`config.mk`:
```
export PLATFORM = sky130hd
export DESIGN_NAME = bitserial_sram
export DESIGN_NICKNAME = d
export VERILOG_FILES = /design/src/rtl/bsram_pkg.sv /design/src/rtl/bsram_row_decoder.sv /design/src/rtl/bsram_col_select.sv /design/src/rtl/bsram_array.sv /design/src/rtl/bsram_sense.sv /design/src/rtl/bitserial_sram.sv
export SDC_FILE = /design/constraint.sdc
export NUM_CORES = 1
export LEC_CHECK = 0
export BUFFER_PORTS_ARGS = -buffer_cell sky130_fd_sc_hd__buf_2
export CORE_MARGIN = 2
export CORE_UTILIZATION = 45
export CTS_CLUSTER_SIZE = 25
export DETAILED_ROUTE_END_ITERATION = 16
export PLACE_DENSITY_LB_ADDON = 0.05
export SYNTH_ARGS = -nofsm -noshare
export SYNTH_HDL_FRONTEND = slang
export SYNTH_SLANG_ARGS = --single-unit
```
`constraint.sdc`:
```
create_clock -name clk -period 6.1 [get_ports clk]
set_clock_uncertainty 0.15 [all_clocks]
set_input_delay 1.22 -clock clk [delete_from_list [all_inputs] [get_ports clk]]
set_output_delay 1.22 -clock clk [all_outputs]
set_load 0.03 [all_outputs]
```
`src/rtl/bsram_pkg.sv`:
```
package bsram_pkg;

  typedef enum logic [1:0] {
    OP_IDLE  = 2'd0,
    OP_READ  = 2'd1,
    OP_WRITE = 2'd2
  } op_kind_t;

  // Write has priority when both strobes are present.
  function automatic op_kind_t pick_op(input logic rd, input logic wr);
    if (wr) return OP_WRITE;
    if (rd) return OP_READ;
    return OP_IDLE;
  endfunction

endpackage

```
`src/rtl/bsram_row_decoder.sv`:
```
module bsram_row_decoder #(
  parameter int ABITS = 4,
  localparam int NLINES = 1 << ABITS,
  localparam int NGRP = (ABITS + 1) / 2,
  localparam int PADW = 2 * NGRP
) (
  input  logic              clk,
  input  logic              rst_n,
  input  logic              en,
  input  logic [ABITS-1:0]  row,
  output logic [NLINES-1:0] line
);

  logic [PADW-1:0] row_pad;
  logic [3:0]      pre [NGRP];

  assign row_pad = PADW'(row);

  // Predecode stage: each pair of address bits becomes four lines.
  for (genvar g = 0; g < NGRP; g++) begin : g_pre
    assign pre[g] = 4'b0001 << row_pad[2*g +: 2];
  end

  // Output stage: one AND of predecoded lines per word line, gated by en.
  for (genvar j = 0; j < NLINES; j++) begin : g_line
    localparam logic [PADW-1:0] JP = PADW'(j);
    logic hit;
    always_comb begin
      hit = 1'b1;
      for (int g = 0; g < NGRP; g++) hit = hit & pre[g][JP[2*g +: 2]];
      line[j] = en & hit;
    end
  end

  p_single_row_r2: assert property (@(posedge clk) disable iff (!rst_n)
    $onehot0(line));
  p_line_gated_r3: assert property (@(posedge clk) disable iff (!rst_n)
    !en |-> (line == '0));
  p_line_matches_r1: assert property (@(posedge clk) disable iff (!rst_n)
    en |-> line[row]);

endmodule

```
`src/rtl/bsram_col_select.sv`:
```
module bsram_col_select #(
  parameter int CBITS = 3,
  localparam int NCOLS = 1 << CBITS
) (
  input  logic             clk,
  input  logic             rst_n,
  input  logic             en,
  input  logic [CBITS-1:0] col,
  output logic [NCOLS-1:0] sel
);

  function automatic logic [NCOLS-1:0] one_hot(input logic [CBITS-1:0] v);
    logic [NCOLS-1:0] r;
    r = '0;
    r[v] = 1'b1;
    return r;
  endfunction

  assign sel = en ? one_hot(col) : '0;

  p_one_column_r1: assert property (@(posedge clk) disable iff (!rst_n)
    $onehot0(sel) && (en == (sel != '0)));

endmodule

```
`src/rtl/bsram_array.sv`:
```
module bsram_array #(
  parameter int ROWS = 16,
  parameter int COLS = 8
) (
  input  logic            clk,
  input  logic            rst_n,
  input  logic            precharge,
  input  logic [ROWS-1:0] wl,
  input  logic [COLS-1:0] csel,
  input  logic            wr_en,
  input  logic            din,
  output logic            sel_t,
  output logic            sel_c
);

  logic [COLS-1:0] cells [ROWS];
  logic [COLS-1:0] bl_t;
  logic [COLS-1:0] bl_c;
  logic [COLS-1:0] row_data;
  logic            any_wl;

  // Cells of the active row drive their bitlines.
  always_comb begin
    row_data = '0;
    for (int r = 0; r < ROWS; r++)
      if (wl[r]) row_data = row_data | cells[r];
  end

  assign any_wl = |wl;

  // Pass switches: selected pair onto the shared sense/write lines.
  assign sel_t = |(csel & bl_t);
  assign sel_c = |(csel & bl_c);

  always_ff @(posedge clk or negedge rst_n) begin
    if (!rst_n) begin
      bl_t <= '1;
      bl_c <= '1;
    end else if (precharge) begin
      bl_t <= '1;
      bl_c <= '1;
    end else if (any_wl) begin
      for (int c = 0; c < COLS; c++) begin
        if (wr_en && csel[c]) begin
          bl_t[c] <= din;
          bl_c[c] <= ~din;
        end else begin
          bl_t[c] <= bl_t[c] & row_data[c];
          bl_c[c] <= bl_c[c] & ~row_data[c];
        end
      end
    end
  end

  always_ff @(posedge clk or negedge rst_n) begin
    if (!rst_n) begin
      for (int r = 0; r < ROWS; r++) cells[r] <= '0;
    end else if (!precharge && wr_en) begin
      for (int r = 0; r < ROWS; r++)
        if (wl[r]) cells[r] <= (cells[r] & ~csel) | (csel & {COLS{din}});
    end
  end

  p_precharge_high_r4: assert property (@(posedge clk) disable iff (!rst_n)
    $past(precharge) |-> ((&bl_t) && (&bl_c)));
  p_write_drive_r5: assert property (@(posedge clk) disable iff (!rst_n)
    (wr_en && any_wl && !precharge) |=>
      (((bl_t & $past(csel)) == ($past(din) ? $past(csel) : '0)) &&
       ((bl_c & $past(csel)) == ($past(din) ? '0 : $past(csel)))));

endmodule

```
`src/rtl/bsram_sense.sv`:
```
module bsram_sense (
  input  logic clk,
  input  logic rst_n,
  input  logic sense_on,
  input  logic bit_t,
  input  logic bit_c,
  input  logic eval_end,
  output logic dout
);

  logic sa_q;
  logic sa_valid;
  logic resolved;

  assign resolved = sense_on & (bit_t ^ bit_c);

  always_ff @(posedge clk or negedge rst_n) begin
    if (!rst_n) begin
      sa_q     <= 1'b0;
      sa_valid <= 1'b0;
      dout     <= 1'b0;
    end else if (eval_end) begin
      if (sa_valid) dout <= sa_q;
      sa_valid <= 1'b0;
    end else if (resolved) begin
      sa_q     <= bit_t;
      sa_valid <= 1'b1;
    end
  end

  p_dout_hold_r6: assert property (@(posedge clk) disable iff (!rst_n)
    (dout != $past(dout)) |-> $past(eval_end && sa_valid));

endmodule

```
`src/rtl/bitserial_sram.sv`:
```
module bitserial_sram #(
  parameter int ROW_AW = 4,
  parameter int COL_AW = 3,
  localparam int ROWS = 1 << ROW_AW,
  localparam int COLS = 1 << COL_AW,
  localparam int AW = ROW_AW + COL_AW
) (
  input  logic            clk,
  input  logic            rst_n,
  input  logic            phi_pre,
  input  logic            phi_eval,
  input  logic [AW-1:0]   addr,
  input  logic            din,
  input  logic            rd_stb,
  input  logic            wr_stb,
  input  logic            sense_en,
  output logic            dout,
  output logic [ROWS-1:0] wordline
);
  import bsram_pkg::*;

  function automatic logic [ROW_AW-1:0] row_field(input logic [AW-1:0] a);
    return a[ROW_AW-1:0];
  endfunction

  function automatic logic [COL_AW-1:0] col_field(input logic [AW-1:0] a);
    return a[AW-1:ROW_AW];
  endfunction

  op_kind_t          op_q;
  logic [ROW_AW-1:0] row_q;
  logic [COL_AW-1:0] col_q;
  logic              din_q;
  logic              eval_q;

  // Named internal events.
  logic            access_on;
  logic            wr_en;
  logic            sense_on;
  logic            eval_end;
  logic [COLS-1:0] csel;
  logic            sel_t;
  logic            sel_c;

  // Operation capture: follows the inputs through the precharge phase.
  always_ff @(posedge clk or negedge rst_n) begin
    if (!rst_n) begin
      op_q  <= OP_IDLE;
      row_q <= '0;
      col_q <= '0;
      din_q <= 1'b0;
    end else if (phi_pre) begin
      op_q  <= pick_op(rd_stb, wr_stb);
      row_q <= row_field(addr);
      col_q <= col_field(addr);
      din_q <= din;
    end
  end

  always_ff @(posedge clk or negedge rst_n) begin
    if (!rst_n) eval_q <= 1'b0;
    else        eval_q <= phi_eval & ~phi_pre;
  end

  assign access_on = phi_eval & ~phi_pre & (op_q != OP_IDLE);
  assign wr_en     = (op_q == OP_WRITE);
  assign sense_on  = sense_en & phi_eval & ~phi_pre & (op_q == OP_READ);
  assign eval_end  = eval_q & ~(phi_eval & ~phi_pre);

  bsram_row_decoder #(.ABITS(ROW_AW)) u_rowdec (
    .clk  (clk),
    .rst_n(rst_n),
    .en   (access_on),
    .row  (row_q),
    .line (wordline)
  );

  bsram_col_select #(.CBITS(COL_AW)) u_colsel (
    .clk  (clk),
    .rst_n(rst_n),
    .en   (access_on),
    .col  (col_q),
    .sel  (csel)
  );

  bsram_array #(.ROWS(ROWS), .COLS(COLS)) u_array (
    .clk      (clk),
    .rst_n    (rst_n),
    .precharge(phi_pre),
    .wl       (wordline),
    .csel     (csel),
    .wr_en    (wr_en),
    .din      (din_q),
    .sel_t    (sel_t),
    .sel_c    (sel_c)
  );

  bsram_sense u_sense (
    .clk     (clk),
    .rst_n   (rst_n),
    .sense_on(sense_on),
    .bit_t   (sel_t),
    .bit_c   (sel_c),
    .eval_end(eval_end),
    .dout    (dout)
  );

  p_no_wl_precharge_r3: assert property (@(posedge clk) disable iff (!rst_n)
    (phi_pre || !phi_eval) |-> (wordline == '0));
  p_write_priority_r8: assert property (@(posedge clk) disable iff (!rst_n)
    (phi_pre && wr_stb) |=> (op_q == OP_WRITE));
  p_sense_off_r7: assert property (@(posedge clk) disable iff (!rst_n)
    (!sense_en || op_q != OP_READ) |-> !sense_on);
  p_idle_quiet_r9: assert property (@(posedge clk) disable iff (!rst_n)
    (op_q == OP_IDLE) |-> (wordline == '0));

  always_comb begin
    if (!rst_n) begin
      p_reset_state_r10: assert (wordline == '0);
    end
  end

endmodule

```
==> metrics.md <==
| Metric | Value |
|---|---|
| Die Height | about 140 um |
| Placement row count | 50 |
| Final setup violation count | 0 |
| Number of flops mapped to enable cells by yosys | 0 |
| Post-CTS Setup Bufs | 0 |
| Vias post-DR | ~6500 |
| Synth cell types | 73 |
| Post-DP HPWL | around 17000 um |
| # port buffers | 31 |
| Static Leak | between 4 and 5 nW |
| Dpl ws | between 1500 and 2000 ps |
| P&R area growth vs syn | 9.11% |
| Die Wd | between 100 and 150 um |
| Critical path required time | approximately 4700 ps |
| Aggregate routed wire length | roughly 26000 um |
| Yosys warning total | 0 |
| GRT overflow | 0 |
| Pin count of the biggest net entering global routing | about 110 |
| Clk pin slew, worst setup/hold paths | roughly 60 ps |
| DRT Pass-1 Iters | 5 |
| Post-synthesis net count | about 840 |
| Worst hold stages | 1 |
| Hold Crit Class | reg -> reg |
| Worst R2R Start | op_q[1] |
| Slew headroom | 0.268 |
| DIE AREA | 20300 um^2 |
| Worst stage delay on the critical path | approximately 430 ps |
| Htree depth | 4 |
| Maximum clock frequency | 227 MHz |
| Gr usage total | 0.273 |
| Core footprint | between 15000 and 20000 um^2 |
| Gpl congestion | about 0.84 |
| Avg Cell Area, Syn | between 10 and 15 um^2 |
| Root buf cell | clkbuf_16 |
| Power, Total | 2.44 mW |
| Pwr/cell area | between 200 and 300 nW/um^2 |
| Worst Max-Slew Pin Slew | between 1000 and 1500 ps |
| Status | finished clean |
| Vias in the first global route | roughly 6600 |
| CP Capture Type | output port |
| Crit Path Class | in -> out |
| Async SR Flop Fraction | 1.00 |
| Ports | 32 |
| Final Cycle Share | 0.721 |
| Post-layout util | 0.501 |
| Count of non-filler cells in the finished layout | between 1000 and 1500 |
| CTS tree | built |
| CTS Buf Count | 17 |
| Worst path arrival time | 3030 ps |
| CP Cell Sequence | buf_2 > nand2b_1 > inv_4 > nand3_2 > nor2_1 > buf_2 |
| Post-route minimum period | between 4000 and 5000 ps |
| Initial drt markers | just over 500 |
| Final hold violations | 0 |
| Post-Place Cells | around 1000 |
| Worst R2R End | u_sense.sa_valid |
| Hold buffers post-CTS | 0 |
| Post-Syn Area | 8610 um^2 |
| Reg2reg setup slack | between 2000 and 3000 ps |
| Final worst slack | around 1700 ps |
| CP most frequent cell | buf_2 |
| Max_cap viols | 0 |
| Diodes inserted | 0 |
| Synth Flop Type | dfrtp_1 |
| Max Transition Viols Final | 0 |
| Worst Reg-to-Reg Cells | 6 |
| Largest area contributor in the netlist | dfrtp_1 |
| Max VDD drop | roughly 0.00020 V |
| Clock Tree Buf Depth | 2 |
| Slowest cell on crit path | nand2b_1 |
| Post-synthesis sequential area ratio | 0.461 |
| Via density | 6.09 |
| Top cells by area, synth | dfrtp_1 41%, mux2_2 16%, nand2_1 7.4% |
| Synthesized instance count | between 800 and 900 |
| Clock sink count | ~160 |
| Synth Register Bits | 158 |
| Antenna violations before repair | 0 |
| Residual DRC count | 0 |
| DRT antenna net count | 0 |
| Share of layout cells above drive strength 1 | 0.298 |
| First-pass GRT wire length | 40900 um |
| Post-Route Setup TNS | 0 ps |
| Wirelength per Cell | approximately 25 um |
| Initial Util | 0.459 |
| Worst skew pair latency | 430 ps |
| Top cell type's share of synthesized area | 0.413 |
| Post-CTS sizing | 0 |
| Worst-path maximum fanout | 29 |
| RSZ-0062 raised after global routing | no |
| Startpoint types | input port |
| # nets final | approximately 840 |
==> worst max-delay path, delay by kind of cell <==
family,cells,cell delay [ps]
buffers and inverters,3,780
AND/OR/NAND/NOR,3,1020
==> cell usage after synthesis, drive strengths merged, types with 4 or more instances <==
library cell,n
and3,6
nand2,173
nor2,59
clkbuf,22
dfstp,16
a22o,4
dfrtp,142
nor2b,8
a32oi,4
a21oi,19
mux2,144
o221ai,4
mux4,5
nand3,19
a21boi,4
and2,6
a221oi,5
o22ai,5
a31oi,8
or2,5
nand4,7
a22oi,9
buf,40
nor3,15
mux2i,17
nand2b,9
inv,8
o32ai,4
o21ai,16
==> cells by family after synthesis <==
kind of cell           after synthesis  synth area share
XOR/XNOR                             1           0.00102
flip-flops                         158             0.461
AND/OR/NAND/NOR                    323             0.181
buffers and inverters               70            0.0416
multiplexers                       166             0.222
AO/OA/AOI/OAI                      111            0.0926
==> placed cells by master, fill, tap and decap left out, types with 4 or more instances in the layout <==
master     synthesis  layout
a21boi_0           4       4
a21oi_1           19      19
a221oi_1           5       5
a22o_1             4       4
a22oi_1            9       9
a31oi_1            8       8
a32oi_1            4       4
and2_1             4       4
and3_1             6       6
buf_2             26      30
buf_4              8       9
clkbuf_1          22       4
clkbuf_16          0      17
clkinv_2           0       4
dfrtp_1          142     140
dfstp_2           16      16
inv_1              7       7
mux2_1            23      23
mux2_2           120     120
mux2i_1           17      17
mux4_2             4       4
nand2_1          170     170
nand2b_1           9       9
nand3_1           16      16
nand4_1            7       7
nor2_1            40      40
nor2_2            15      15
nor2_4             4       4
nor2b_1            8       8
nor3_1            12      12
o21ai_0           16      16
o221ai_1           4       4
o22ai_1            5       5
o32ai_1            4       4
or2_2              4       4
==> cell type report <==
| class | count | area, um^2 |
|---|---|---|
| multi-input combinational | 601 | 4280 |
| inverter | 8 | 32.5 |
| clock inverter | 11 | 143 |
| tap | 234 | 293 |
| fill | 1765 | 9370 |
| timing repair buffer | 40 | 229 |
| sequential | 158 | 3980 |
| clock buffer | 21 | 440 |
==> worst max-delay path by stage <==
stage,startpoint,endpoint,slack [ps]
floorplan,phi_pre,wordline[4],2280
global placement,phi_pre,wordline[15],1790
detailed placement,phi_pre,wordline[15],1760
CTS,phi_pre,wordline[15],1750
global route,phi_pre,wordline[15],1580
finish,phi_pre,wordline[15],1700
==> per-layer routing <==
layer / track usage / routed length (um)
met5: 0 / 0
met3: 0.0380 / 1270
met2: 0.436 / 12500
met1: 0.389 / 12000
met4: 0.0823 / 551
==> where the power goes <==
group          switching [mW]  internal, mW
clock                   0.439         0.642
combinational           0.181        0.0642
sequential             0.0395          1.08
total                   0.660          1.78
==> through the flow <==
step / cell area, um^2 / hold WS (ps)
CTS: 9400 / 343
detailed placement: 8810 / 328
finish: 9400 / 341
floorplan: 8610 / 306
global placement: 8810 / 318
global route: 9400 / 360
(Power assumes the default switching activity.)
